--- config.mk ---
export PLATFORM = sky130hd
export DESIGN_NAME = sat_arith_unit
export DESIGN_NICKNAME = d
export VERILOG_FILES = /design/src/rtl/sat_arith_pkg.sv /design/src/rtl/sat_arith_ctrl.sv /design/src/rtl/sat_arith_dp.sv /design/src/rtl/sat_arith_unit.sv
export SDC_FILE = /design/constraint.sdc
export NUM_CORES = 1
export LEC_CHECK = 0
export ABC_AREA = 1
export BUFFER_PORTS_ARGS = -buffer_cell sky130_fd_sc_hd__buf_4
export CAP_MARGIN = 20
export CORE_UTILIZATION = 56
export CTS_CLUSTER_DIAMETER = 50
export DETAILED_ROUTE_END_ITERATION = 8
export PLACE_DENSITY = 0.87
export SKIP_CTS_REPAIR_TIMING = 1
export SYNTH_ARGS = -nofsm -noshare
export SYNTH_HDL_FRONTEND = slang
export SYNTH_HIERARCHICAL = 1
export SYNTH_SLANG_ARGS = --single-unit
--- constraint.sdc ---
create_clock -name clk -period 7 [get_ports clk]
set_input_delay 1.4 -clock clk [delete_from_list [all_inputs] [get_ports clk]]
set_output_delay 1.4 -clock clk [all_outputs]
set_load 0.05 [all_outputs]
--- src/rtl/sat_arith_pkg.sv ---
package sat_arith_pkg;

  typedef enum logic [1:0] {
    OP_ADD  = 2'b00,
    OP_SUB  = 2'b01,
    OP_DADD = 2'b10,
    OP_DSUB = 2'b11
  } satOp_e;

  // Strobes from control to datapath
  typedef struct packed {
    logic capture;    // load result, allow flag set
    logic clearReq;   // lower the sticky flag
    logic useDouble;  // route clamped 2*B instead of B
    logic subtract;   // A - operand instead of A + operand
  } dpStrobe_t;

endpackage

--- src/rtl/sat_arith_ctrl.sv ---
module sat_arith_ctrl
  import sat_arith_pkg::*;
(
  input  logic       enable,
  input  logic [1:0] opSel,
  input  logic       clearFlag,
  output dpStrobe_t  strobe
);

  satOp_e opCode;

  always_comb begin
    opCode          = satOp_e'(opSel);
    strobe.capture  = enable;
    strobe.clearReq = clearFlag;
    unique case (opCode)
      OP_ADD:  begin strobe.useDouble = 1'b0; strobe.subtract = 1'b0; end
      OP_SUB:  begin strobe.useDouble = 1'b0; strobe.subtract = 1'b1; end
      OP_DADD: begin strobe.useDouble = 1'b1; strobe.subtract = 1'b0; end
      default: begin strobe.useDouble = 1'b1; strobe.subtract = 1'b1; end
    endcase
  end

endmodule

--- src/rtl/sat_arith_dp.sv ---
module sat_arith_dp
  import sat_arith_pkg::*;
#(
  parameter int DATA_W = 32
) (
  input  logic              clk,
  input  logic              rstN,
  input  dpStrobe_t         strobe,
  input  logic [DATA_W-1:0] opA,
  input  logic [DATA_W-1:0] opB,
  output logic [DATA_W-1:0] result,
  output logic              satFlag
);

  localparam logic [DATA_W-1:0] MAX_VAL = {1'b0, {(DATA_W-1){1'b1}}};
  localparam logic [DATA_W-1:0] MIN_VAL = {1'b1, {(DATA_W-1){1'b0}}};

  logic              dblOvf;
  logic [DATA_W-1:0] dblVal;
  logic [DATA_W-1:0] secondOp;
  logic [DATA_W:0]   wideSum;
  logic              finalOvf;
  logic [DATA_W-1:0] nextResult;
  logic              satHit;

  // Doubling clamps when the two top bits of B disagree
  always_comb begin
    dblOvf = opB[DATA_W-1] ^ opB[DATA_W-2];
    if (dblOvf) dblVal = opB[DATA_W-1] ? MIN_VAL : MAX_VAL;
    else        dblVal = {opB[DATA_W-2:0], 1'b0};
    secondOp = strobe.useDouble ? dblVal : opB;
  end

  // One extra bit of headroom for the final step
  always_comb begin
    if (strobe.subtract)
      wideSum = {opA[DATA_W-1], opA} - {secondOp[DATA_W-1], secondOp};
    else
      wideSum = {opA[DATA_W-1], opA} + {secondOp[DATA_W-1], secondOp};
    finalOvf = wideSum[DATA_W] ^ wideSum[DATA_W-1];
    if (finalOvf) nextResult = wideSum[DATA_W] ? MIN_VAL : MAX_VAL;
    else          nextResult = wideSum[DATA_W-1:0];
    satHit = finalOvf | (strobe.useDouble & dblOvf);
  end

  always_ff @(posedge clk) begin
    if (!rstN) begin
      result  <= '0;
      satFlag <= 1'b0;
    end else begin
      if (strobe.capture) result <= nextResult;
      if (strobe.capture && satHit) satFlag <= 1'b1;
      else if (strobe.clearReq)     satFlag <= 1'b0;
    end
  end

endmodule

--- src/rtl/sat_arith_unit.sv ---
module sat_arith_unit
  import sat_arith_pkg::*;
(
  input  logic        clk,
  input  logic        rstN,
  input  logic        enable,
  input  logic [1:0]  opSel,
  input  logic [31:0] opA,
  input  logic [31:0] opB,
  input  logic        clearFlag,
  output logic [31:0] result,
  output logic        satFlag
);

  localparam int DATA_W = 32;

  dpStrobe_t strobe;

  sat_arith_ctrl u_ctrl (
    .enable    (enable),
    .opSel     (opSel),
    .clearFlag (clearFlag),
    .strobe    (strobe)
  );

  sat_arith_dp #(.DATA_W(DATA_W)) u_dp (
    .clk     (clk),
    .rstN    (rstN),
    .strobe  (strobe),
    .opA     (opA),
    .opB     (opB),
    .result  (result),
    .satFlag (satFlag)
  );

endmodule

# == Yosys cells after proc, flatten, opt, wreduce, memory -nomap -nowiden ==
# Index checks and enable logic that the tools add are counted.
# word_totals
regBits,33
in_bits,70
output_inout_bits,33
elab_cells,22
# classes
n_addsub,2
n_eq_ne,2
n_mux,9
bitwise_logic,4
reduce_logical,3
# ops
op,n
32-bit two-way mux,5
32-bit by 32-bit adder with 33-bit output,1
33-bit two-way mux,1
32-bit by 32-bit subtractor with 33-bit output,1
2-bit case mux with 3 select lines,1
2-bit by 1-bit == test with 1-bit output (second input constant),1
2-bit == test (second input constant),1
2-bit zero test,1
1-bit two-way mux,2
2-bit nonzero test,1
1-bit bitwise XOR,2
1-bit AND,1
1-bit logical AND,1
1-bit OR,1

# == Logic depth before layout (Yosys ltp) ==
# Gate-level depths: netlist of the first run.
# depth
word_depth,9
depth_mapped,34
ltp_nobuf,32

# == By module ==
# The synthesis of the first run kept the hierarchy.
# by_module_without_submodules
module,instances,cells_each,area_each_um2,seq_area_each_um2
sat_arith_dp,1,767,4533.1,660.6
sat_arith_ctrl,1,4,22.5,0.0

# == Worst setup path before layout of the first run ==
# Ideal clock, no wire load.
# synth_timing
kind,in2reg
from,in opB[30]
to,reg u_dp.result[26]
setup_time_ns,0.132
arrival_ns,5.151
required_ns,6.868
path_slack_ns,1.716
path_stages,33
n_path_buf,2
cell_sequence,inv_1 ha_1 nor2_1 nor2_2 buf_4 nand2_1 o21ai_2 ha_1 nand3_1 nor2_1 nand2_1 nor2_2 nand3_1 nor2_1 nand2_1 nand2_1 xor2_1 inv_1 ha_1 nand2_1 nor2_1 inv_1 nor4_1 nand3_1 nand2_1 nand2_1 nand2_1 nand3_2 nand2_1 inv_2 buf_4 nand2_1 a21oi_1
# synth_via
elab_chain_len,7
elab_cells_between_ends,9
cone_classes,2 x add/sub; 5 x mux; 2 x bitwise
# synth_rtl
item,line,rtl
"start, declared",sat_arith_unit.sv:9,"input logic [31:0] opB,"
1-bit bitwise XOR,sat_arith_dp.sv:28,dblOvf = opB[DATA_W-1] ^ opB[DATA_W-2];
32-bit two-way mux,sat_arith_dp.sv:29,if (dblOvf) dblVal = opB[DATA_W-1] ? MIN_VAL : MAX_VAL;
32-bit two-way mux (*),sat_arith_dp.sv:31,secondOp = strobe.useDouble ? dblVal : opB;
32-bit by 32-bit adder with 33-bit output or 32-bit by 32-bit subtractor with 33-bit output (tied branches),"sat_arith_dp.sv:39, sat_arith_dp.sv:37",
33-bit two-way mux (*),sat_arith_dp.sv:36,if (strobe.subtract)
32-bit two-way mux or 1-bit bitwise XOR (tied branches),"sat_arith_dp.sv:41, sat_arith_dp.sv:40",
32-bit two-way mux (*),sat_arith_dp.sv:41,if (finalOvf) nextResult = wideSum[DATA_W] ? MIN_VAL : MAX_VAL;
"end signal, assigned",sat_arith_dp.sv:51,if (strobe.capture) result <= nextResult;
"end, declared",sat_arith_dp.sv:11,"output logic [DATA_W-1:0] result,"
# Mark *: on every way between the ends. The rest lies on a longest branch, timed or not.
# A chain may end at the register's enable or synchronous reset.

# == Final worst setup path of the first run ==
# layout_timing
from,in opB[30]
to,reg u_dp.result[10]
# The elaborated chain is that of the path after synthesis.

==> insert_results.sql, run 1 <==
INSERT INTO impl_metrics (metric_group, metric, value, unit) VALUES
('clock_network', 'clk_pin_slew_worst_paths', '70', 'ps'),
('worst_hold_path', 'worstHoldPathType', 'flop to flop', ''),
('sta', 'slew_viol_final', '0', ''),
('detailed_routing', 'routed_wire_length_per_instance', '13.39', 'um'),
('detailed_routing', 'drt.antenna.violating_nets', '0', ''),
('power', 'finalPower', '1.176', 'mW'),
('worst_setup_path', 'reg2reg_setup_slack', '6250', 'ps'),
('sta', 'skew', '0', 'ps'),
('worst_setup_path', 'worst_path_most_repeated_cell', 'sky130_fd_sc_hd__nand2_1', ''),
('worst_setup_path', 'timing.critical_path.fanout_max', '23', ''),
('power', 'p_leak', '2.761', 'nW'),
('synth', 'ys_seq_elements', '33', ''),
('global_routing', 'grt_pass1_wl', '21.49', 'mm'),
('detailed_routing', 'routed-via-count', '5194', ''),
('detailed_routing', 'postRouteWirelength', '12.81', 'mm'),
('sta', 'fin_crit', '6263', 'ps'),
('sta', 'timing_worst_slew_pin_value', '779.1', 'ps'),
('global_routing', 'antenna_violations_before_repair', '0', ''),
('sta', 'rsz_0062_raised_after_global_routing', 'false', ''),
('sta', 'slew_headroom', '47.51', '%'),
('layout', 'final_common_cell', 'sky130_fd_sc_hd__nand2_1', ''),
('worst_setup_path', 'critPathKind', 'primary input to flop', ''),
('synth', 'avgSynthCellArea', '5.909', 'um2'),
('floorplanning', 'total_die_area', '0.008500', 'mm2'),
('synth', 'net_count_synth', '878', ''),
('floorplanning', 'initial_core_util', '58.35', '%'),
('layout', 'areaGrowthSynthToFinish', '18.65', '%'),
('place', 'placedInstanceArea', '0.005315', 'mm2'),
('power', 'vdd.ir_drop.worst', '90.22', 'uV'),
('sta', 'setup_viol', '0', ''),
('layout', 'fin_area', '0.005405', 'mm2'),
('sta', 'fin_crit_sh', '89.48', '%'),
('sta', 'finalHoldViolCount', '0', ''),
('floorplanning', 'coreArea', '0.007807', 'mm2'),
('synth', 'post_synth_top_flop', 'sky130_fd_sc_hd__dfxtp_1', ''),
('clock_network', 'cts_root_buffer', 'sky130_fd_sc_hd__clkbuf_8', ''),
('clock_network', 'clk_path_buf_depth', '2', ''),
('clock_network', 'ctsHtreeMaxLevel', '2', ''),
('detailed_routing', 'drt_pass1_iterations', '6', ''),
('synth', 'postSynthCellCount', '771', ''),
('synth', 'async_flop_share', '0', '%'),
('worst_setup_path', 'setup.worst_path.end_class', 'flop', ''),
('clock_network', 'clock_buffers_created_by_tritoncts', '5', ''),
('global_routing', 'grt_util_all_layers', '30.69', '%'),
('detailed_routing', 'post_drt_via_cell_ratio', '5.427', ''),
('place', 'gpl.final_weighted_congestion', '0.9208', ''),
('detailed_routing', 'route.detailed.drc', '0', ''),
('sta', 'fin_tns_setup', '0', 'ps'),
('layout', 'drive_gt1_share', '18.36', '%'),
('synth', 'synth_cell_type_count', '39', ''),
('clock_network', 'cts_tree', 'done', ''),
('global_routing', 'number_of_global_route_vias_before_repair', '4846', ''),
('worst_setup_path', 'critical_path.slowest_cell', 'sky130_fd_sc_hd__ha_2', ''),
('synth', 'synth_edf_count', '0', ''),
('detailed_routing', 'initialDrtViolationCount', '269', ''),
('floorplanning', 'rows', '32', ''),
('floorplanning', 'ios', '103', ''),
('sta', 'fmaxAchievable', '159.7', 'MHz'),
('worst_setup_path', 'timing.critical_path.required', '7210', 'ps'),
('run_status', 'outcome', 'finished, final reports clean', ''),
('layout', 'mostFrequentLayoutCells', 'sky130_fd_sc_hd__nand2_1 (234), sky130_fd_sc_hd__buf_4 (103), sky130_fd_sc_hd__a21oi_1 (71), sky130_fd_sc_hd__inv_1 (65), sky130_fd_sc_hd__nor2_1 (53)', ''),
('layout', 'number_of_antenna_cells_inserted', '0', ''),
('power', 'power-per-cell-area', '217.6', 'mW/mm2'),
('layout', 'finish.net_count', '961', ''),
('worst_setup_path', 'critPathLaunchType', 'primary input', ''),
('worst_setup_path', 'cp_data_arrival_time', '6480', 'ps'),
('synth', 'mappedNetlistArea', '0.004556', 'mm2'),
('floorplanning', 'die_y', '92.20', 'um'),
('clock_network', 'tritoncts_num_sinks', '33', ''),
('layout', 'layout.core_utilization', '69.23', '%'),
('place', 'port_buffers', '102', ''),
('clock_network', 'clock_insertion_delay_worst_skew', '290', 'ps'),
('run', 'maxCapViolations', '0', ''),
('synth', 'yosys_warnings', '6', ''),
('global_routing', 'grt_max_degree', '54', ''),
('global_routing', 'grt_remaining_overflow', '0', ''),
('worst_setup_path', 'critical_path.max_stage_delay', '490', 'ps'),
('synth', 'seq_area_frac_synth', '14.50', '%'),
('floorplanning', 'dieWidth', '92.20', 'um'),
('place', 'place_hpwl', '10.79', 'mm');
-- final cells by class --
cell class | instances | area, um2
tap | 102 | 127.6
sequential | 33 | 660.6
inverter | 68 | 255.2
multi-input combinational | 643 | 3506
timing repair buffer | 103 | 773.2
clock inverter | 2 | 10.01
clock buffer | 6 | 72.57
fill | 708 | 2402
-- critical path, delay by kind of cell --
kind | cells | cell delay [ps]
fa+ha+maj | 3 | 1010
xor+xnor | 1 | 180
compound gates | 6 | 1110
simple gates | 18 | 2350
buf+inv | 3 | 410
-- registers in the layout, summed over array words and instances, names as in the netlist --
name	count
u_dp/result	32
u_dp/satFlag	1
-- Yosys cell counts, drive strengths merged, types with 2 or more instances --
master | number | share of area [%]
o21bai | 4 | 0.66
nor3 | 7 | 0.77
clkbuf | 12 | 0.99
o31ai | 2 | 0.33
a21o | 4 | 0.66
inv | 68 | 5.6
dfxtp | 33 | 15
xor2 | 36 | 6.9
a21boi | 2 | 0.33
xnor2 | 21 | 4.0
o21ai | 55 | 6.1
or2 | 29 | 4.0
nand3 | 52 | 5.9
nand2 | 241 | 20
nand4 | 5 | 0.69
nor2 | 59 | 5.2
a31oi | 9 | 1.2
ha | 36 | 9.9
a21oi | 71 | 7.8
nor4 | 2 | 0.27
buf | 15 | 2.1
o211ai | 2 | 0.33
-- power breakdown --
group	internal [mW]	switching (mW)
combinational	0.274	0.523
clock	0.0688	0.0677
sequential	0.224	0.0181
-- metrics by stage --
step	cells	hold slack (ps)	setup WS, ps
after floorplan	771	684.4	1716
after global placement	949	453.6	605.4
after detailed placement	949	455.8	293.7
after CTS	957	467.0	595.6
after global routing	957	511.3	116.7
final	957	467.3	736.5
-- per-layer routing --
layer	share of wire (%)	vias to the layer above	GRT usage [%]
met4	2.1	0	9.505
met5	0	-	0
li1	-	2683	-
met2	46	195	52.49
met3	5.6	23	2.570
met1	46	2293	40.65
-- worst paths after layout --
check | start | cells after the start | to
min | u_dp/satFlag | 2 | u_dp/satFlag
min reg2reg | u_dp/satFlag | 2 | u_dp/satFlag
max reg2reg | u_dp/result[18] | 2 | u_dp/result[18]
max | opB[30] | 31 | u_dp/result[10]
-- kinds of logic after synthesis --
family / Yosys count / share of synthesized area (%)
and+or+nand+nor: 397 / 37.49
xor gates and xnor gates: 57 / 10.96
adders and majority gates: 37 / 10.33
buffers and inverters: 95 / 8.706
DFF: 33 / 14.50
AOI/OAI and AO/OA: 152 / 18.02
No activity file was read; power rests on OpenSTA's default activity.
==> run 2, diff against run 1 <==
--- a/config.mk
+++ b/config.mk
@@ -8,10 +8,10 @@
 export ABC_AREA = 1
 export BUFFER_PORTS_ARGS = -buffer_cell sky130_fd_sc_hd__buf_4
 export CAP_MARGIN = 20
-export CORE_UTILIZATION = 56
+export CORE_UTILIZATION = 51
 export CTS_CLUSTER_DIAMETER = 50
 export DETAILED_ROUTE_END_ITERATION = 8
-export PLACE_DENSITY = 0.87
+export PLACE_DENSITY = 0.84
 export SKIP_CTS_REPAIR_TIMING = 1
 export SYNTH_ARGS = -nofsm -noshare
 export SYNTH_HDL_FRONTEND = slang
==> constraint.sdc (replaced) <==
create_clock -name clk -period 5.08 [get_ports clk]
set_input_delay 1.016 -clock clk [delete_from_list [all_inputs] [get_ports clk]]
set_output_delay 1.016 -clock clk [all_outputs]
set_load 0.05 [all_outputs]
==> insert_results.sql, run 2 (synthesized netlist as in run 1, its figures left out) <==
INSERT INTO impl_metrics (metric_group, metric, value, unit) VALUES
('run_status', 'outcome', 'finished, final reports clean', ''),
('sta', 'skew', '0', 'ps'),
('worst_setup_path', 'r2r.worst_path.cells', '2', ''),
('power', 'p_leak', '3.254', 'nW'),
('sta', 'fmaxAchievable', '205.0', 'MHz'),
('sta', 'slew_viol_final', '0', ''),
('sta', 'slew_headroom', '51.01', '%'),
('layout', 'layout.core_utilization', '73.56', '%'),
('worst_hold_path', 'worstHoldPathType', 'flop to flop', ''),
('worst_setup_path', 'critical_path.slowest_cell', 'sky130_fd_sc_hd__ha_1', ''),
('power', 'finalPower', '1.897', 'mW'),
('place', 'gpl.final_weighted_congestion', '0.9652', ''),
('layout', 'biggest_register', 'u_dp/result', ''),
('place', 'port_buffers', '102', ''),
('worst_setup_path', 'critPathKind', 'primary input to flop', ''),
('worst_setup_path', 'total_number_of_cells_along_the_worst_setup_path', '34', ''),
('layout', 'mostFrequentLayoutCells', 'sky130_fd_sc_hd__nand2_1 (220), sky130_fd_sc_hd__buf_4 (185), sky130_fd_sc_hd__a21oi_1 (67), sky130_fd_sc_hd__inv_1 (63), sky130_fd_sc_hd__nor2_1 (47)', ''),
('global_routing', 'grt_util_all_layers', '28.24', '%'),
('detailed_routing', 'routed-via-count', '5496', ''),
('worst_setup_path', 'worst_path_most_repeated_cell', 'sky130_fd_sc_hd__nand2_2', ''),
('detailed_routing', 'postRouteWirelength', '13.81', 'mm'),
('detailed_routing', 'route.detailed.drc', '0', ''),
('worst_setup_path', 'critPathLaunchType', 'primary input', ''),
('sta', 'whs', '464.4', 'ps'),
('layout', 'number_of_antenna_cells_inserted', '0', ''),
('worst_setup_path', 'crit_buf_inv', '6', ''),
('sta', 'timing_worst_slew_pin_value', '734.0', 'ps'),
('detailed_routing', 'highest-signal-layer', 'met4', ''),
('global_routing', 'grt_remaining_overflow', '0', ''),
('place', 'preCtsSetupSlack', '-281.5', 'ps'),
('floorplanning', 'die_y', '96.51', 'um'),
('layout', 'reg.largest.list', 'u_dp/result (32), u_dp/satFlag (1)', ''),
('detailed_routing', 'post_drt_via_cell_ratio', '5.224', ''),
('floorplanning', 'rows', '34', ''),
('sta', 'setup_viol', '0', ''),
('place', 'dpl.cell_count', '1029', ''),
('worst_setup_path', 'timing.critical_path.required', '5220', 'ps'),
('worst_setup_path', 'cp_data_arrival_time', '5010', 'ps'),
('clock_network', 'clock_insertion_delay_worst_skew', '280', 'ps'),
('floorplanning', 'ios', '103', ''),
('floorplanning', 'dieWidth', '96.51', 'um'),
('detailed_routing', 'drt_pass1_iterations', '5', ''),
('clock_network', 'clk_pin_slew_worst_paths', '70', 'ps'),
('layout', 'largest_register_ffs', '32', ''),
('floorplanning', 'initial_core_util', '52.49', '%'),
('detailed_routing', 'detailroute.wirelength.met3', '707', 'um'),
('global_routing', 'antenna_violations_before_repair', '0', ''),
('global_routing', 'number_of_global_route_vias_before_repair', '4808', ''),
('floorplanning', 'coreArea', '0.008678', 'mm2'),
('clock_network', 'clk_path_buf_depth', '2', ''),
('run', 'maxCapViolations', '0', ''),
('clock_network', 'cts_root_buffer', 'sky130_fd_sc_hd__clkbuf_8', ''),
('sta', 'fin_tns_setup', '0', 'ps'),
('detailed_routing', 'routed_wire_length_per_instance', '13.13', 'um'),
('clock_network', 'clock_buffers_created_by_tritoncts', '5', ''),
('layout', 'final_common_cell', 'sky130_fd_sc_hd__nand2_1', ''),
('sta', 'finalWorstSetupSlack', '202.8', 'ps'),
('worst_setup_path', 'timing.critical_path.fanout_max', '5', ''),
('clock_network', 'tritoncts_num_sinks', '33', ''),
('sta', 'fin_crit_sh', '96.01', '%'),
('detailed_routing', 'route.met2.wl', '6.557', 'mm'),
('worst_hold_path', 'holdPathStages', '2', ''),
('sta', 'fin_crit', '4877', 'ps'),
('place', 'placedInstanceArea', '0.005891', 'mm2'),
('global_routing', 'grt_max_degree', '37', ''),
('worst_setup_path', 'critical_path.max_stage_delay', '350', 'ps'),
('layout', 'areaGrowthSynthToFinish', '40.13', '%'),
('global_routing', 'grt_pass1_wl', '21.08', 'mm'),
('worst_setup_path', 'setup.worst_path.end_class', 'flop', ''),
('clock_network', 'ctsHtreeMaxLevel', '2', ''),
('power', 'vdd.ir_drop.worst', '145.3', 'uV'),
('clock_network', 'cts_tree', 'done', ''),
('worst_setup_path', 'critical-path-top-delay-family', 'simple AND/OR/NAND/NOR gates', ''),
('detailed_routing', 'drt.antenna.violating_nets', '0', ''),
('detailed_routing', 'wl_met1', '6.281', 'mm'),
('floorplanning', 'total_die_area', '0.009314', 'mm2'),
('power', 'power-per-cell-area', '297.2', 'mW/mm2'),
('layout', 'fin_area', '0.006384', 'mm2'),
('place', 'place_hpwl', '10.67', 'mm'),
('layout', 'n_fill_cell', '740', ''),
('layout', 'finish.net_count', '1050', ''),
('sta', 'finalHoldViolCount', '0', ''),
('layout', 'drive_gt1_share', '30.72', '%'),
('detailed_routing', 'initialDrtViolationCount', '269', ''),
('layout', 'final_cells', '1052', '');
-- run 2: layout make-up --
class	instances	area, um2	area share, %
Tap cell	108	135.1	2.117
Clock inverter	1	30.03	0.4704
Timing Repair inverter	2	11.26	0.1764
Clock buffer	7	86.33	1.352
Timing Repair Buffer	190	1481	23.21
Sequential cell	33	660.6	10.35
Multi-Input combinational cell	643	3719	58.25
Inverter	68	260.3	4.077
-- run 2: worst paths after layout --
path,start,to,slack [ps]
setup reg to reg,u_dp/result[24],u_dp/result[24],4370
hold reg to reg,u_dp/satFlag,u_dp/satFlag,460
hold / removal,u_dp/satFlag,u_dp/satFlag,460
setup / recovery,opB[30],u_dp/result[12],200
-- run 2: worst register-to-register path, delay by kind of cell, from the launching register on --
| kind | cells | cell delay, ps |
|---|---|---|
| DFF | 1 | 320 |
| AOI/OAI and AO/OA | 2 | 240 |
-- run 2: metal layers --
layer  track usage [%]  vias up
met3             1.721       20
met4             7.108        0
met2             47.48      202
met5                 0        -
li1                  -     2855
met1             39.11     2419
-- run 2: report_power, final --
| group | internal, mW | switching (mW) |
|---|---|---|
| Clock | 0.160 | 0.0950 |
| Sequential | 0.309 | 0.0253 |
| Combinational | 0.525 | 0.783 |
| Total | 0.994 | 0.903 |
==> run 3, diff against run 2 <==
--- a/config.mk
+++ b/config.mk
@@ -8,10 +8,10 @@
 export ABC_AREA = 1
 export BUFFER_PORTS_ARGS = -buffer_cell sky130_fd_sc_hd__buf_4
 export CAP_MARGIN = 20
-export CORE_UTILIZATION = 51
+export CORE_UTILIZATION = 61
 export CTS_CLUSTER_DIAMETER = 50
 export DETAILED_ROUTE_END_ITERATION = 8
-export PLACE_DENSITY = 0.84
+export PLACE_DENSITY = 0.94
 export SKIP_CTS_REPAIR_TIMING = 1
 export SYNTH_ARGS = -nofsm -noshare
 export SYNTH_HDL_FRONTEND = slang
==> constraint.sdc (replaced) <==
create_clock -name clk -period 5.83 [get_ports clk]
set_input_delay 1.166 -clock clk [delete_from_list [all_inputs] [get_ports clk]]
set_output_delay 1.166 -clock clk [all_outputs]
set_load 0.05 [all_outputs]
==> insert_results.sql, run 3 (synthesized netlist as in run 1, its figures left out) <==
INSERT INTO impl_metrics (metric_group, metric, value, unit) VALUES
('sta', 'slew_headroom', '46.71', '%'),
('sta', 'setup_viol', '0', ''),
('sta', 'skew', '0', 'ps'),
('place', 'port_buffers', '102', ''),
('floorplanning', 'initial_core_util', '62.81', '%'),
('worst_setup_path', 'setup.worst_path.end_class', 'flop', ''),
('run', 'maxCapViolations', '0', ''),
('power', 'finalPower', '1.499', 'mW'),
('worst_setup_path', 'critPathKind', 'primary input to flop', ''),
('worst_setup_path', 'worst_path_most_repeated_cell', 'sky130_fd_sc_hd__nand2_1', ''),
('detailed_routing', 'routed_wire_length_per_instance', '13.85', 'um'),
('worst_hold_path', 'hold_end', 'u_dp/result[10]', ''),
('place', 'gpl.final_weighted_congestion', '0.9672', ''),
('detailed_routing', 'postRouteWirelength', '13.28', 'mm'),
('clock_network', 'tritoncts_num_sinks', '33', ''),
('worst_setup_path', 'timing.critical_path.required', '6040', 'ps'),
('detailed_routing', 'drt.antenna.violating_nets', '0', ''),
('clock_network', 'clk_pin_slew_worst_paths', '70', 'ps'),
('layout', 'areaGrowthSynthToFinish', '21.42', '%'),
('floorplanning', 'coreArea', '0.007253', 'mm2'),
('floorplanning', 'dieWidth', '88.42', 'um'),
('worst_setup_path', 'cp_data_arrival_time', '5640', 'ps'),
('sta', 'finalWorstSetupSlack', '404.0', 'ps'),
('clock_network', 'clock_buffers_created_by_tritoncts', '5', ''),
('floorplanning', 'ios', '103', ''),
('global_routing', 'number_of_global_route_vias_before_repair', '4717', ''),
('place', 'placedInstanceArea', '0.005341', 'mm2'),
('sta', 'fmaxAchievable', '184.3', 'MHz'),
('worst_hold_path', 'worstHoldPathType', 'flop to flop', ''),
('global_routing', 'grt_util_all_layers', '33.02', '%'),
('detailed_routing', 'initialDrtViolationCount', '312', ''),
('worst_setup_path', 'critPathLaunchType', 'primary input', ''),
('worst_setup_path', 'regToRegEndpoint', 'u_dp/result[26]', ''),
('place', 'preCtsSetupSlack', '-58.46', 'ps'),
('detailed_routing', 'routed-via-count', '5346', ''),
('global_routing', 'grt_pass1_wl', '20.70', 'mm'),
('worst_hold_path', 'hold_crit_start', 'u_dp/result[10]', ''),
('worst_setup_path', 'timing.critical_path.fanout_max', '19', ''),
('sta', 'slew_viol_final', '0', ''),
('worst_setup_path', 'critical_path.slowest_cell', 'sky130_fd_sc_hd__ha_1', ''),
('detailed_routing', 'drt_pass1_iterations', '5', ''),
('global_routing', 'grt_max_degree', '53', ''),
('clock_network', 'clk_path_buf_depth', '2', ''),
('worst_setup_path', 'reg2reg_setup_slack', '5060', 'ps'),
('worst_setup_path', 'r2r.worst_path.cells', '2', ''),
('sta', 'fin_crit', '5426', 'ps'),
('layout', 'number_of_antenna_cells_inserted', '0', ''),
('clock_network', 'cts_root_buffer', 'sky130_fd_sc_hd__clkbuf_8', ''),
('detailed_routing', 'route.detailed.drc', '0', ''),
('sta', 'finalHoldViolCount', '0', ''),
('worst_setup_path', 'critical_path.max_stage_delay', '380', 'ps'),
('sta', 'timing_worst_slew_pin_value', '791.0', 'ps'),
('floorplanning', 'die_y', '88.42', 'um'),
('layout', 'n_fill_cell', '606', ''),
('run_status', 'outcome', 'finished, final reports clean', ''),
('place', 'place_hpwl', '10.83', 'mm'),
('clock_network', 'ctsHtreeMaxLevel', '2', ''),
('sta', 'rsz_0062_raised_after_global_routing', 'false', ''),
('worst_hold_path', 'holdPathStages', '2', ''),
('layout', 'biggest_register', 'u_dp/result', ''),
('layout', 'reg.largest.list', 'u_dp/result (32), u_dp/satFlag (1)', ''),
('worst_setup_path', 'r2r-start', 'u_dp/result[26]', ''),
('layout', 'mostFrequentLayoutCells', 'sky130_fd_sc_hd__nand2_1 (234), sky130_fd_sc_hd__buf_4 (107), sky130_fd_sc_hd__a21oi_1 (70), sky130_fd_sc_hd__inv_1 (64)', ''),
('layout', 'finish.net_count', '966', ''),
('sta', 'fin_crit_sh', '93.07', '%'),
('detailed_routing', 'post_drt_via_cell_ratio', '5.575', ''),
('layout', 'drive_gt1_share', '19.53', '%'),
('floorplanning', 'rows', '31', ''),
('floorplanning', 'total_die_area', '0.007818', 'mm2'),
('layout', 'final_common_cell', 'sky130_fd_sc_hd__nand2_1', ''),
('power', 'vdd.ir_drop.worst', '116.8', 'uV'),
('global_routing', 'grt_remaining_overflow', '0', ''),
('layout', 'largest_register_ffs', '32', ''),
('power', 'p_leak', '2.796', 'nW'),
('power', 'power-per-cell-area', '270.9', 'mW/mm2'),
('sta', 'whs', '471.7', 'ps'),
('clock_network', 'cts_tree', 'done', ''),
('global_routing', 'antenna_violations_before_repair', '0', ''),
('layout', 'fin_area', '0.005532', 'mm2'),
('clock_network', 'clock_insertion_delay_worst_skew', '280', 'ps');
-- run 3: changes by cell type in the layout (fill, tap and decap cells not counted), moves of 4 or more --
cell	previous run	this run
sky130_fd_sc_hd__o21ai_1	9	3
sky130_fd_sc_hd__nor2_1	47	51
sky130_fd_sc_hd__nand3_2	6	2
sky130_fd_sc_hd__o21ai_0	44	51
sky130_fd_sc_hd__nor2_4	5	0
sky130_fd_sc_hd__nand2_2	19	5
sky130_fd_sc_hd__nand2_1	220	234
sky130_fd_sc_hd__buf_4	185	107
sky130_fd_sc_hd__nand3_1	44	49
-- run 3: power breakdown --
group          internal, mW  total (mW)  leakage (nW)  switching (mW)
combinational         0.339       0.986          2.46           0.647
clock                 0.139       0.221        0.0585          0.0815
sequential            0.269       0.292         0.275          0.0224
-- run 3: area by class of cell --
type / instances / area (um2) / area share [%]
Sequential cell: 33 / 660.6 / 11.94
Inverter: 68 / 264.0 / 4.773
Multi-Input combinational cell: 644 / 3563 / 64.42
Tap cell: 99 / 123.9 / 2.239
Clock inverter: 1 / 30.03 / 0.5429
Timing Repair Buffer: 107 / 803.3 / 14.52
Clock buffer: 7 / 86.33 / 1.561
-- run 3: metrics by stage --
step	utilization, %	TNS, ps	instances
3_5_place_dp	73.64	-377.1	950
2_1_floorplan	-	0	771
3_3_place_gp	73.64	0	950
6_report	76.26	0	959
4_1_cts	75.25	0	958
5_1_grt	76.26	0	959
-- run 3: per-layer routing --
| layer | up-vias | track usage, % | share of wire (%) |
|---|---|---|---|
| met5 | - | 0 | 0 |
| met4 | 0 | 9.384 | 2.0 |
| met3 | 22 | 3.078 | 4.6 |
| met2 | 187 | 59.09 | 48 |
| met1 | 2444 | 42.01 | 45 |
| li1 | 2693 | - | - |
-- run 3: worst max path at each step --
stage,depth (start not counted),start,endpoint
final,31,opB[30],u_dp/result[2]
after global routing,26,opB[31],u_dp/result[9]
after CTS,32,opB[30],u_dp/result[7]
after detailed placement,32,opB[30],u_dp/result[7]
after global placement,32,opB[30],u_dp/result[2]
after floorplan,33,opB[30],u_dp/result[26]
-- run 3: worst max-delay path, delay by kind of cell --
kind	cells	cell delay, ps
AO/OA/AOI/OAI	3	460
XOR/XNOR	1	160
adder cells (fa/ha/maj)	2	750
buffers and inverters	5	490
AND/OR/NAND/NOR	20	2620
